File: config.mk
export PLATFORM = sky130hd
export DESIGN_NAME = rl_stream_adapter
export DESIGN_NICKNAME = d
export VERILOG_FILES = /design/src/rtl/rl_pkg.sv /design/src/rtl/rl_startup_gate.sv /design/src/rtl/rl_grant_pipe.sv /design/src/rtl/rl_beat_fifo.sv /design/src/rtl/rl_stream_adapter.sv
export SDC_FILE = /design/constraint.sdc
export NUM_CORES = 1
export LEC_CHECK = 0
export ABC_AREA = 0
export CORE_ASPECT_RATIO = 0.6
export CORE_MARGIN = 2
export CORE_UTILIZATION = 40
export CTS_CLUSTER_DIAMETER = 40
export DETAILED_ROUTE_END_ITERATION = 10
export HOLD_SLACK_MARGIN = 0.03
export PLACE_DENSITY = 0.64
export SLEW_MARGIN = 40
export SYNTH_ARGS = -nofsm -noshare
export SYNTH_HDL_FRONTEND = slang
export SYNTH_HIERARCHICAL = 1
export SYNTH_SLANG_ARGS = --single-unit
File: constraint.sdc
create_clock -name clk -period 7.41 [get_ports clk]
set_clock_uncertainty 0.2 [all_clocks]
set_input_delay 2.223 -clock clk [delete_from_list [all_inputs] [get_ports clk]]
set_output_delay 2.223 -clock clk [all_outputs]
set_load 0.01 [all_outputs]
File: src/rtl/rl_pkg.sv
// Package: shared constants and types for the ready-latency stream adapter.
// Assumes: nothing; holds only compile-time items.
package rl_pkg;

    // Smallest quiet window after reset that the sink side tolerates.
    localparam int unsigned RL_HOLD_MIN = 2;

    // Largest supported sink ready latency.
    localparam int unsigned RL_LAT_MAX = 2;

    // Packet framing marks stored next to each data word.
    typedef struct packed {
        logic sop;
        logic eop;
    } rl_mark_t;

    localparam int unsigned RL_MARK_W = $bits(rl_mark_t);

endpackage

File: src/rtl/rl_startup_gate.sv
// Module: rl_startup_gate
// Counts HOLD_CYC cycles after synchronous reset release, then raises
// open_o and keeps it high until the next reset.
// Assumes: HOLD_CYC >= 1; rst_n is synchronous to clk.
module rl_startup_gate #(
    parameter int unsigned HOLD_CYC = 2
) (
    input  logic clk,
    input  logic rst_n,
    output logic open_o
);

    localparam int unsigned CW = $clog2(HOLD_CYC + 1);
    localparam logic [CW-1:0] LIMIT = CW'(HOLD_CYC);

    logic [CW-1:0] cnt_q;

    // Purpose: count cycles since reset release, saturating at the limit.
    always_ff @(posedge clk) begin
        if (!rst_n) begin
            cnt_q <= '0;
        end else if (cnt_q != LIMIT) begin
            cnt_q <= cnt_q + 1'b1;
        end
    end

    assign open_o = (cnt_q == LIMIT);

    AST_GATE_STAYS_OPEN: assert property (@(posedge clk) disable iff (!rst_n)
        open_o |=> open_o);

endmodule

File: src/rtl/rl_grant_pipe.sv
// Module: rl_grant_pipe
// Delays the sampled sink ready by LAT cycles. grant_o is high in the
// cycle where the sink has promised to take a beat.
// Assumes: LAT is 1 or 2; ready is only sampled while open_i is high.
module rl_grant_pipe #(
    parameter int unsigned LAT = 2
) (
    input  logic clk,
    input  logic rst_n,
    input  logic open_i,
    input  logic sink_ready_i,
    output logic grant_o
);

    logic [LAT-1:0] sr_q;
    logic           sample;

    assign sample = open_i & sink_ready_i;

    generate
        if (LAT == 1) begin : g_lat_one
            // Purpose: single-stage register of the gated ready.
            always_ff @(posedge clk) begin
                if (!rst_n) begin
                    sr_q <= '0;
                end else begin
                    sr_q <= sample;
                end
            end
        end else begin : g_lat_multi
            // Purpose: shift the gated ready through LAT stages.
            always_ff @(posedge clk) begin
                if (!rst_n) begin
                    sr_q <= '0;
                end else begin
                    sr_q <= {sr_q[LAT-2:0], sample};
                end
            end
        end
    endgenerate

    assign grant_o = sr_q[LAT-1];

    AST_GRANT_NEEDS_READY: assert property (@(posedge clk) disable iff (!rst_n)
        grant_o |-> $past(sample, LAT));

endmodule

File: src/rtl/rl_beat_fifo.sv
// Module: rl_beat_fifo
// Holds up to DEPTH beats in arrival order. Push and pop may both occur
// in the same cycle, including when the FIFO is full.
// Assumes: the caller never pushes into a full FIFO without popping, and
// never pops an empty one. Storage words carry no reset.
module rl_beat_fifo #(
    parameter int unsigned WIDTH = 66,
    parameter int unsigned DEPTH = 4
) (
    input  logic             clk,
    input  logic             rst_n,
    input  logic             push,
    input  logic [WIDTH-1:0] wdata,
    input  logic             pop,
    output logic [WIDTH-1:0] rdata,
    output logic             full,
    output logic             empty
);

    localparam int unsigned PW = (DEPTH > 1) ? $clog2(DEPTH) : 1;
    localparam int unsigned CW = $clog2(DEPTH + 1);
    localparam logic [PW-1:0] LAST = PW'(DEPTH - 1);
    localparam logic [CW-1:0] CAP = CW'(DEPTH);

    logic [WIDTH-1:0] mem_q [DEPTH];
    logic [PW-1:0]    wr_q;
    logic [PW-1:0]    rd_q;
    logic [CW-1:0]    cnt_q;

    // Purpose: write the incoming beat into the slot at the write pointer.
    always_ff @(posedge clk) begin
        if (push) begin
            mem_q[wr_q] <= wdata;
        end
    end

    // Purpose: advance the read and write pointers with wrap at DEPTH.
    always_ff @(posedge clk) begin
        if (!rst_n) begin
            wr_q <= '0;
            rd_q <= '0;
        end else begin
            if (push) begin
                wr_q <= (wr_q == LAST) ? '0 : wr_q + 1'b1;
            end
            if (pop) begin
                rd_q <= (rd_q == LAST) ? '0 : rd_q + 1'b1;
            end
        end
    end

    // Purpose: track the number of stored beats.
    always_ff @(posedge clk) begin
        if (!rst_n) begin
            cnt_q <= '0;
        end else begin
            case ({push, pop})
                2'b10:   cnt_q <= cnt_q + 1'b1;
                2'b01:   cnt_q <= cnt_q - 1'b1;
                default: cnt_q <= cnt_q;
            endcase
        end
    end

    assign rdata = mem_q[rd_q];
    assign full  = (cnt_q == CAP);
    assign empty = (cnt_q == '0);

    AST_NO_OVERFLOW: assert property (@(posedge clk) disable iff (!rst_n)
        (push && !pop) |-> !full);
    AST_NO_UNDERFLOW: assert property (@(posedge clk) disable iff (!rst_n)
        pop |-> !empty);

endmodule

File: src/rtl/rl_stream_adapter.sv
// Module: rl_stream_adapter (top)
// Bridges a zero-latency valid/ready packet source to a sink whose ready
// takes effect READY_LAT cycles later. Accepted beats are buffered and
// issued only in granted cycles. Both sides stay closed for HOLD_CYC
// cycles after reset release.
// Assumes: the sink takes every beat presented with out_valid; the source
// delivers well-formed packets; rst_n is synchronous.
module rl_stream_adapter
    import rl_pkg::*;
#(
    parameter int unsigned DATA_W     = 64,
    parameter int unsigned READY_LAT  = 2,
    parameter int unsigned FIFO_DEPTH = READY_LAT + 2,
    parameter int unsigned HOLD_CYC   = RL_HOLD_MIN
) (
    input  logic              clk,
    input  logic              rst_n,
    input  logic [DATA_W-1:0] in_data,
    input  logic              in_valid,
    input  logic              in_sop,
    input  logic              in_eop,
    output logic              in_ready,
    input  logic              sink_ready,
    output logic [DATA_W-1:0] out_data,
    output logic              out_valid,
    output logic              out_sop,
    output logic              out_eop
);

    localparam int unsigned BEAT_W = DATA_W + RL_MARK_W;

    generate
        if (!(DATA_W == 64 || DATA_W == 128)) begin : g_bad_width
            $error("rl_stream_adapter: DATA_W must be 64 or 128");
        end
        if (READY_LAT < 1 || READY_LAT > RL_LAT_MAX) begin : g_bad_lat
            $error("rl_stream_adapter: READY_LAT must be 1 or 2");
        end
    endgenerate

    logic              gate_open;
    logic              grant;
    logic              fifo_full;
    logic              fifo_empty;
    logic              push;
    logic              pop;
    logic [BEAT_W-1:0] wr_beat;
    logic [BEAT_W-1:0] head;
    rl_mark_t          in_mark;
    rl_mark_t          head_mark;

    rl_startup_gate #(
        .HOLD_CYC (HOLD_CYC)
    ) u_gate (
        .clk    (clk),
        .rst_n  (rst_n),
        .open_o (gate_open)
    );

    rl_grant_pipe #(
        .LAT (READY_LAT)
    ) u_pipe (
        .clk          (clk),
        .rst_n        (rst_n),
        .open_i       (gate_open),
        .sink_ready_i (sink_ready),
        .grant_o      (grant)
    );

    rl_beat_fifo #(
        .WIDTH (BEAT_W),
        .DEPTH (FIFO_DEPTH)
    ) u_fifo (
        .clk   (clk),
        .rst_n (rst_n),
        .push  (push),
        .wdata (wr_beat),
        .pop   (pop),
        .rdata (head),
        .full  (fifo_full),
        .empty (fifo_empty)
    );

    // Purpose: pack the source beat with its framing marks.
    always_comb begin
        in_mark.sop = in_sop;
        in_mark.eop = in_eop;
        wr_beat     = {in_mark, in_data};
    end

    // Purpose: issue the head beat in granted cycles and open the source side.
    always_comb begin
        head_mark = rl_mark_t'(head[BEAT_W-1 -: RL_MARK_W]);
        out_valid = grant & ~fifo_empty;
        out_data  = head[DATA_W-1:0];
        out_sop   = out_valid & head_mark.sop;
        out_eop   = out_valid & head_mark.eop;
        in_ready  = gate_open & (~fifo_full | grant);
        push      = in_valid & in_ready;
        pop       = out_valid;
    end

    AST_HOLDOFF_QUIET: assert property (@(posedge clk) disable iff (!rst_n)
        !gate_open |-> (!out_valid && !in_ready));
    AST_VALID_ON_GRANT: assert property (@(posedge clk) disable iff (!rst_n)
        out_valid |-> $past(sink_ready, READY_LAT));
    AST_FULL_BLOCKS: assert property (@(posedge clk) disable iff (!rst_n)
        (fifo_full && !out_valid) |-> !in_ready);

endmodule

==> metrics, run 1 <==
status finished clean; CTS tree yes; FF-to-FF path depth 11; combinational power share 8.1%; ratio of cells with drive above 1 in the final layout 22.59%; Syn Inst Count 411; die area 0.02680 mm^2; Synth Net Count 490; initial antenna violation count 1; Pint 2822 uW; Die Ht 127.6 um; pin count of the biggest net entering global routing 40; crit path launch type flop; io pins 138; FF+latch count, synth 277; Req. time, crit path 4.99 ns; Pins Over Slew Limit 0; Hold Crit Class flop to flop; Port-buffer cells 137; post-route ant nets 0; H-Tree Depth 1; DRT iter0 DRCs 320; Total Wirelength 19280 um; DR WL/cell 20.69 um; Via density 5.061; Remaining DRCs 0; row count 45; Final #Nets 657; Max Fclk 197.3 MHz; Sequential Power Share 50.1%; Core Area 0.02517 mm^2; placer's final routability congestion estimate 0.8230; clk buf depth 3; Clock power frac 41.8%; vias in the first global route 5059; Max-Slew Margin vs Limit 68.53%; Root Buffer clkbuf_16; final hold viol count 0; RSZ-0062 raised after global routing no; later-pin clock latency in the skew report 0.55 ns; CTS Sinks 277; hold buffers post-CTS 0; most frequent cells in the layout edfxtp_1 (264), clkdlybuf4s50_1 (137), mux4_2 (66); Sw Share 21.21%; WP data arrival 2.65 ns; worst slew pin tran 0.4720 ns; CTS clk-pin slew, worst paths 0.06 ns; Final period util 68.40%; CP endpoint kind output port; total congestion overflow 0; Peak VDD IR 186.3 uV; NetSw 759.7 uW; post-synth design cell area 0.01018 mm^2; YS warnings 6; Die W 210 um; drt pass-1 iters 4; first-pass GRT wire length 29760 um; post-route core utilization 52.19%; Hold Path Depth 1; most common cell after layout, fill and taps aside edfxtp_1; Post-CTS Resized 0; post-DP HPWL 12170 um; Avg Cell Area, Syn 24.78 um^2; post-synth cell types 28; CTS buffer count 30; post-synthesis sequential area ratio 80.39%; CP max FO 23; setup_tns 0 ns; Final min period 5.069 ns; Initial Utilization 40.47%; P_leak 0.004095 uW; via count 4717; area grow syn2layout 28.98%; power per cell area 272.7 mW/mm^2; Post-CTS Setup Inserts 0; max_cap viols 0; critical path type flop to output port; Final Setup Violations 0; GRT Overall Usage 14.68%; Layout fillers 1929
-- stage by stage --
stage                     setup WS (ns)  hold slack [ns]  total power (uW)  instances  instance area (um^2)
after floorplan                   2.743           0.2057              1950        411                 10180
after global placement            2.320           0.2166              2100        864                 11890
after detailed placement          2.840           0.2166              2123        875                 12110
after CTS                         2.245           0.2348              3633        931                 13130
after global routing              2.160           0.2505              3720        931                 13130
final                             2.341           0.2361              3582        932                 13140
-- sequential cells by signal (all words and copies together) (netlist names), named ones only --
register	flops
u_pipe/sr_q	2
u_fifo/wr_q	2
u_fifo/mem_q	264
u_fifo/cnt_q	3
u_gate/cnt_q	2
u_fifo/rd_q	2
-- power groups by stage --
stage / Clock [uW] / Sequential [uW] / Combinational [uW]
final: 1500 / 1800 / 290
after global routing: 1610 / 1800 / 312
after CTS: 1540 / 1800 / 296
after detailed placement: 0 / 1830 / 293
after global placement: 0 / 1830 / 272
after floorplan: 0 / 1830 / 122
-- worst paths after layout --
path                                     start                      endpoint  slack (ns)
setup reg to reg  u_fifo/cnt_q[0]$_SDFFE_PN0P_  u_fifo/cnt_q[2]$_SDFFE_PN0P_        4.78
hold reg to reg      u_pipe/sr_q[0]$_SDFF_PN0_     u_pipe/sr_q[1]$_SDFF_PN0_        0.24
setup / recovery                          flop                  out_data[53]        2.34
hold / removal       u_pipe/sr_q[0]$_SDFF_PN0_     u_pipe/sr_q[1]$_SDFF_PN0_        0.24
-- layer usage --
metal | global-route usage, % | vias up | share of wire, %
met2 | 23.10 | 165 | 46
met4 | 3.087 | 0 | 1.9
met3 | 4.597 | 29 | 8.0
met5 | 0 | - | 0
met1 | 20.38 | 2451 | 44
li1 | - | 2072 | -
-- critical path, stage by stage, from the launching register on --
cell,delay (ns)
dfxtp_4,0.42
buf_12,0.24
buf_4,0.37
mux4_2,0.57
clkdlybuf4s50_1,0.49
-- cell usage after synthesis --
| cell type | count | area [um^2] |
|---|---|---|
| edfxtp_1 | 264 | 7928 |
| mux4_2 | 66 | 1486 |
| dfxtp_1 | 13 | 260.3 |
| and2_1 | 11 | 68.82 |
| ha_1 | 8 | 100.1 |
| inv_1 | 7 | 26.28 |
| buf_2 | 5 | 25.02 |
| buf_6 | 5 | 56.30 |
| nor2b_1 | 4 | 25.02 |
| and3_1 | 3 | 18.77 |
| buf_4 | 2 | 15.01 |
| clkbuf_1 | 2 | 7.510 |
| mux2i_1 | 2 | 20.02 |
| nand2_1 | 2 | 7.510 |
| nor3b_1 | 2 | 15.01 |
| o21ai_0 | 2 | 10.01 |
| xnor2_1 | 2 | 17.52 |
| a21boi_0 | 1 | 7.510 |
| a21boi_2 | 1 | 11.26 |
| a21oi_1 | 1 | 5.000 |
| fa_1 | 1 | 20.02 |
| nand2b_1 | 1 | 6.260 |
| nor2b_4 | 1 | 13.76 |
| nor3_1 | 1 | 5.000 |
| o21a_1 | 1 | 7.510 |
| or2_1 | 1 | 6.260 |
| or3_1 | 1 | 6.260 |
| xor2_1 | 1 | 8.760 |
-- layout make-up --
cell class,instances,area (um^2),area share (%)
diodes,1,2.502,0.01905
clock inverters,20,230.2,1.753
inverters,7,26.28,0.2000
multi-input cells,113,1877,14.29
well taps,329,411.6,3.134
repair buffers,149,1599,12.17
flip-flops and latches,277,8195,62.39
clock buffers,36,794.5,6.048
-- kinds of logic (layout without fill, tap and decap cells) --
group           count (synthesis)  in the layout  synth area share [%]
compound gates                  6              6                0.4054
xor+xnor                        3              3                0.2580
buf+inv                        21            212                 1.278
other cells                     0              1                     0
mux                            68             68                 14.79
simple gates                   27             27                 1.695
flops                         277            277                 80.39
fa+ha+maj                       9              9                 1.179
(Power assumes the default switching activity.)
==> run 2, diff against run 1 <==
==> constraint.sdc (replaced) <==
create_clock -name clk -period 5.3 [get_ports clk]
set_clock_uncertainty 0.2 [all_clocks]
set_input_delay 1.59 -clock clk [delete_from_list [all_inputs] [get_ports clk]]
set_output_delay 1.59 -clock clk [all_outputs]
set_load 0.01 [all_outputs]
==> run 2 against run 1 <==
Register-to-register slack got worse by 2.2 ns. Non-clock buffer count did not move. Flip-flop and latch count did not move. Routed wire length fell by 1.5%. Largest power group unchanged. Total power rose by 40%. Count of clock-buffer cells in the layout fell by 2. Largest cell class unchanged.
==> metrics, run 2 (same netlist as run 1, synthesis figures left out) <==
status finished clean; DRT iter0 DRCs 299 (-6.6%); P_leak 0.004090 uW (-0.13%); CP delay by family, top buffers and inverters; sink of the worst hold path u_pipe/sr_q[1]$_SDFF_PN0_; Port-buffer cells 137 (unchanged); Root Buffer clkbuf_16; Largest regs u_fifo/mem_q (264), u_fifo/cnt_q (3); clk buf depth 3 (unchanged); Hold Crit Start u_pipe/sr_q[0]$_SDFF_PN0_; area grow syn2layout 28.98% (unchanged); most frequent cells in the layout edfxtp_1 (264), clkdlybuf4s50_1 (137), mux4_2 (66); Die Ht 127.6 um (unchanged); Post-CTS Resized 0 (unchanged); later-pin clock latency in the skew report 0.54 ns (about the same); via count 4690 (-0.57%); GRT Overall Usage 14.62% (-0.055 points); WP data arrival 2.67 ns (+0.02 ns); CP max stage delay 0.59 ns (+0.02 ns); placer's final routability congestion estimate 0.7341 (-11%); post-route ant nets 0 (unchanged); H-Tree Depth 1 (unchanged); Pint 3942 uW (+40%); drt pass-1 iters 4 (unchanged); Cell Chain, Critical Path buf_4 > mux4_2 > clkdlybuf4s50_1; most common cell after layout, fill and taps aside edfxtp_1; register bank with the most flops u_fifo/mem_q; RSZ-0062 raised after global routing no; Hold Crit Class flop to flop; CTS buffer count 30 (unchanged); Clock power frac 41.6% (-0.2 points); Remaining DRCs 0 (unchanged); Final period util 84.14%; post-DP HPWL 11970 um (-1.6%); first-pass GRT wire length 29610 um (-0.49%); Final Setup Violations 0 (unchanged); reg-to-reg setup timing slack 2.61 ns (-2.17 ns); Post-CTS Setup Inserts 0 (unchanged); Slowest cell on crit path mux4_2; Hold Path Depth 1 (unchanged); vias in the first global route 5069 (+0.20%); Sw Share 21.11% (-0.10 points); critical path type flop to output port; Pins Over Slew Limit 0 (unchanged); crit path launch type flop; Req. time, crit path 3.51 ns (-1.48 ns); CP max FO 20 (-13%); Die W 210 um (unchanged); FF-to-FF path depth 11 (unchanged); DR WL/cell 20.39 um (-1.5%); ratio of cells with drive above 1 in the final layout 22.30% (-0.30 points); max_cap viols 0 (unchanged); Peak VDD IR 274.7 uV (+47%); setup_tns 0 ns (unchanged); die area 0.02680 mm^2 (unchanged); Worst Path Buf+Inv 2 (-1); CTS clk-pin slew, worst paths 0.06 ns (about the same); total congestion overflow 0 (unchanged); pin count of the biggest net entering global routing 34 (-15%); Max-Slew Margin vs Limit 72.79% (+4.3 points); Total Wirelength 19000 um (-1.5%); hold buffers post-CTS 0 (unchanged); CTS Sinks 277 (unchanged); Via density 5.032 (-0.57%); Sequential Power Share 50.2% (about the same); Max Fclk 224.3 MHz; io pins 138 (unchanged); initial antenna violation count 1 (unchanged); Final #Nets 657 (unchanged); power per cell area 380.4 mW/mm^2 (+40%); Core Area 0.02517 mm^2 (unchanged); R2R Path End u_fifo/cnt_q[2]$_SDFFE_PN0P_; max reg flops 264 (unchanged); worst slew pin tran 0.4081 ns (-0.06390 ns); Initial Utilization 40.47% (unchanged); Final min period 4.459 ns; row count 45 (unchanged); NetSw 1055 uW (+39%); CP endpoint kind output port; final hold viol count 0 (unchanged); combinational power share 8.2% (about the same); CTS tree yes; worst hold slack 0.2327 ns (-0.003405 ns); origin of the critical flop-to-flop path u_fifo/cnt_q[0]$_SDFFE_PN0P_
[run 2: changes by cell type in the layout (fill, tap and decap cells not counted)]
cell      previous run  this run
clkbuf_1             5         3
clkinv_2             4         1
clkinv_1             1         4
clkinv_4             2         3
diode_2              1         2
[run 2: power by group through the flow]
stage / registers [uW] / logic, uW / clock network (uW)
2_1_floorplan: 2560 / 170 / 0
4_1_cts: 2510 / 415 / 2150
5_1_grt: 2510 / 438 / 2240
6_report: 2510 / 407 / 2080
3_3_place_gp: 2550 / 381 / 0
3_5_place_dp: 2560 / 412 / 0
[run 2: how the worst max path moves through the flow]
stage,from,endpoint,cells after the start,slack [ns]
after floorplan,in_valid,u_fifo/mem_q[0][0]$_DFFE_PP_,2,1.27
after global placement,flop,out_data[9],3,1.34
after detailed placement,flop,out_data[62],3,1.34
after CTS,flop,out_data[9],3,0.74
after global routing,flop,out_data[9],3,0.64
final,flop,out_data[9],3,0.84
[run 2: layer usage]
metal / up-vias / part of all wire [%] / track usage, %
met2: 128 / 47 / 23.72
met5: - / 0 / 0
met4: 0 / 2.0 / 3.796
met3: 31 / 6.5 / 4.892
met1: 2460 / 45 / 19.18
li1: 2071 / - / -
[run 2: final cells by class]
type | instances | area [um^2]
well taps | 329 | 411.6
multi-input cells | 113 | 1877
clock buffers | 34 | 787.0
fillers | 1925 | 12030
diodes | 2 | 5.005
repair buffers | 149 | 1599
inverters | 7 | 26.28
clock inverters | 21 | 235.2
flip-flops and latches | 277 | 8195
[run 2: per-stage QoR]
stage | instance area [um^2] | utilization, % | cells | worst slack, ns | total power, uW
2_1_floorplan | 10180 | - | 411 | 1.266 | 2726
3_3_place_gp | 11910 | 47.32 | 865 | 1.335 | 2936
3_5_place_dp | 12110 | 48.11 | 875 | 1.336 | 2969
4_1_cts | 13130 | 52.18 | 930 | 0.7368 | 5073
5_1_grt | 13130 | 52.18 | 930 | 0.6354 | 5196
6_report | 13140 | 52.19 | 932 | 0.8408 | 4997
==> run 3, diff against run 2 <==
--- a/config.mk
+++ b/config.mk
@@ -12,7 +12,7 @@
 export CTS_CLUSTER_DIAMETER = 40
 export DETAILED_ROUTE_END_ITERATION = 10
 export HOLD_SLACK_MARGIN = 0.03
-export PLACE_DENSITY = 0.64
+export PLACE_DENSITY = 0.67
 export SLEW_MARGIN = 40
 export SYNTH_ARGS = -nofsm -noshare
 export SYNTH_HDL_FRONTEND = slang
==> constraint.sdc (replaced) <==
create_clock -name clk -period 3.7 [get_ports clk]
set_clock_uncertainty 0.2 [all_clocks]
set_input_delay 1.11 -clock clk [delete_from_list [all_inputs] [get_ports clk]]
set_output_delay 1.11 -clock clk [all_outputs]
set_load 0.01 [all_outputs]
==> run 3 against run 2 <==
Register-to-register slack lost 1.5 ns. Via count unchanged. Worst setup slack worse by 0.74 ns. Final cell count is 0.54% lower. Total power up 36%. Die area unchanged. Global-route usage up 0.34 points. Sequential share of layout area is 0.44 points higher.
==> metrics, run 3 (same netlist as run 1, synthesis figures left out) <==
Final #Nets 657 (unchanged); CP delay by family, top buffers and inverters; Layout fillers 1909 (-0.83%); post-route insts no fill 927 (-0.54%); die area 0.02680 mm^2 (unchanged); drt pass-1 iters 4 (unchanged); Final period util 97.36%; Pint 5425 uW (+38%); Max Fclk 277.6 MHz; Remaining DRCs 0 (unchanged); Total Wirelength 19830 um (+4.4%); Largest regs u_fifo/mem_q (264), u_fifo/cnt_q (3); Clock power frac 38.7% (-2.9 points); Via density 5.059 (+0.54%); CTS tree yes; GRT Overall Usage 14.96% (+0.34 points); Final min period 3.603 ns; critical path type flop to output port; post-route core utilization 51.83% (-0.36 points); combinational power share 8.5% (+0.3 points); clk buf depth 3 (unchanged); CTS clk-pin slew, worst paths 0.06 ns (about the same); first-pass GRT wire length 29630 um (about the same); area grow syn2layout 28.08%; pin count of the biggest net entering global routing 26 (-24%); Cell Chain, Critical Path buf_12 > mux4_2 > clkdlybuf4s50_1; max_cap viols 0 (unchanged); DRT iter0 DRCs 333 (+11%); Hold Crit Class flop to flop; row count 45 (unchanged); R2R Path End u_fifo/cnt_q[2]$_SDFFE_PN0P_; Max-Slew Margin vs Limit 69.94% (-2.9 points); WP depth 3 (unchanged); Req. time, crit path 2.39 ns (-1.12 ns); design area 0.01305 mm^2 (-0.70%); initial antenna violation count 0 (-1); Slowest cell on crit path mux4_2; status finished clean; max reg flops 264 (unchanged); DR WL/cell 21.39 um (+4.9%); via count 4690 (unchanged); origin of the critical flop-to-flop path u_fifo/cnt_q[0]$_SDFFE_PN0P_; Final Worst Setup Slack 0.09750 ns (-0.7433 ns); CTS buffer count 28 (-6.7%); most frequent cells in the layout edfxtp_1 (264), clkdlybuf4s50_1 (135), mux4_2 (66); NetSw 1394 uW (+32%); io pins 138 (unchanged); later-pin clock latency in the skew report 0.53 ns (about the same); power per cell area 522.7 mW/mm^2 (+37%); post-route ant nets 0 (unchanged); Port-buffer cells 137 (unchanged); Die W 210 um (unchanged); Final Setup Violations 0 (unchanged); Die Ht 127.6 um (unchanged); CP max FO 21 (+5.0%); CP endpoint kind output port; CTS Sinks 277 (unchanged); Core Area 0.02517 mm^2 (unchanged); CP max stage delay 0.57 ns (-0.02 ns); Sw Share 20.44% (-0.67 points); Place WS 0.2147 ns (-1.121 ns); WP data arrival 2.29 ns (-0.38 ns); critical path capture point out_data[50]; Root Buffer clkbuf_16; placer's final routability congestion estimate 0.6675 (-9.1%); FF-to-FF path depth 11 (unchanged); Worst Path Buf+Inv 2 (unchanged); most common cell after layout, fill and taps aside edfxtp_1; H-Tree Depth 1 (unchanged); Peak VDD IR 441.7 uV (+61%); worst slew pin tran 0.4509 ns (+0.04277 ns); Initial Utilization 40.47% (unchanged); register bank with the most flops u_fifo/mem_q; vias in the first global route 4932 (-2.7%); crit path launch type flop; ant diodes 0 (-2); ratio of cells with drive above 1 in the final layout 21.24% (-1.1 points); Sequential Power Share 52.7% (+2.5 points); final hold viol count 0 (unchanged); reg-to-reg setup timing slack 1.08 ns (-1.53 ns); Placed Area 0.01212 mm^2 (about the same); Pins Over Slew Limit 0 (unchanged); post-DP HPWL 11980 um (about the same); total congestion overflow 0 (unchanged); worst hold slack 0.2298 ns (-0.002886 ns); placed cells 876 (+0.11%); P_leak 0.004086 uW (about the same)
-- run 3: worst reg2reg max path, cell delays in order (launching register included) --
cell      delay, ns
dfxtp_1        0.33
inv_1          0.10
and3_1         0.18
nand2b_1       0.08
and3_1         0.26
inv_1          0.10
ha_1           0.19
inv_1          0.06
fa_1           0.38
xor2_1         0.16
or3_1          0.31
a21boi_0       0.21
-- run 3: per-layer routing --
layer  GRT usage, %  routed length [um]
met3          4.966                1584
met1          21.20                8945
met4          2.503                 232
met5              0                   0
met2          23.12                9069
-- run 3: how the worst min path moves through the flow --
stage / start / end / slack, ns / cells after the start
after floorplan: u_pipe/sr_q[0]$_SDFF_PN0_ / u_pipe/sr_q[1]$_SDFF_PN0_ / 0.21 / 1
after global placement: u_pipe/sr_q[0]$_SDFF_PN0_ / u_pipe/sr_q[1]$_SDFF_PN0_ / 0.22 / 1
after detailed placement: u_pipe/sr_q[0]$_SDFF_PN0_ / u_pipe/sr_q[1]$_SDFF_PN0_ / 0.21 / 1
after CTS: u_pipe/sr_q[0]$_SDFF_PN0_ / u_pipe/sr_q[1]$_SDFF_PN0_ / 0.24 / 1
after global routing: u_pipe/sr_q[0]$_SDFF_PN0_ / u_pipe/sr_q[1]$_SDFF_PN0_ / 0.25 / 1
final: u_pipe/sr_q[0]$_SDFF_PN0_ / u_pipe/sr_q[1]$_SDFF_PN0_ / 0.23 / 1
-- run 3: per-stage QoR --
stage | TNS, ns | power [uW]
2_1_floorplan | 0 | 3905
3_3_place_gp | 0 | 4228
3_5_place_dp | 0 | 4249
4_1_cts | 0 | 6904
5_1_grt | -0.004355 | 7081
6_report | 0 | 6819
-- run 3: final cells by class --
class	count	area, um^2	share of cell area [%]
Clock buffer	40	787.0	6.033
Clock inverter	10	78.83	0.6043
Inverter	7	26.28	0.2014
Multi-Input combinational cell	113	1877	14.39
Sequential cell	277	8195	62.82
Tap cell	329	411.6	3.156
Timing Repair Buffer	151	1669	12.79
-- run 3: power groups by stage --
stage	Clock, uW	Sequential, uW	Combinational [uW]
floorplan	0	3660	243
global placement	0	3650	576
detailed placement	0	3660	586
CTS	2710	3600	593
global route	2850	3600	625
finish	2640	3600	580
-- run 3: timing repair --
item                                    4_1_cts  5_1_grt
endpoints found under the setup margin       41       15
resized for setup                             2        9
hold buffers                                  0        0
buffers inserted                              0        0
pin swaps                                     0        0
cloned                                        0        1
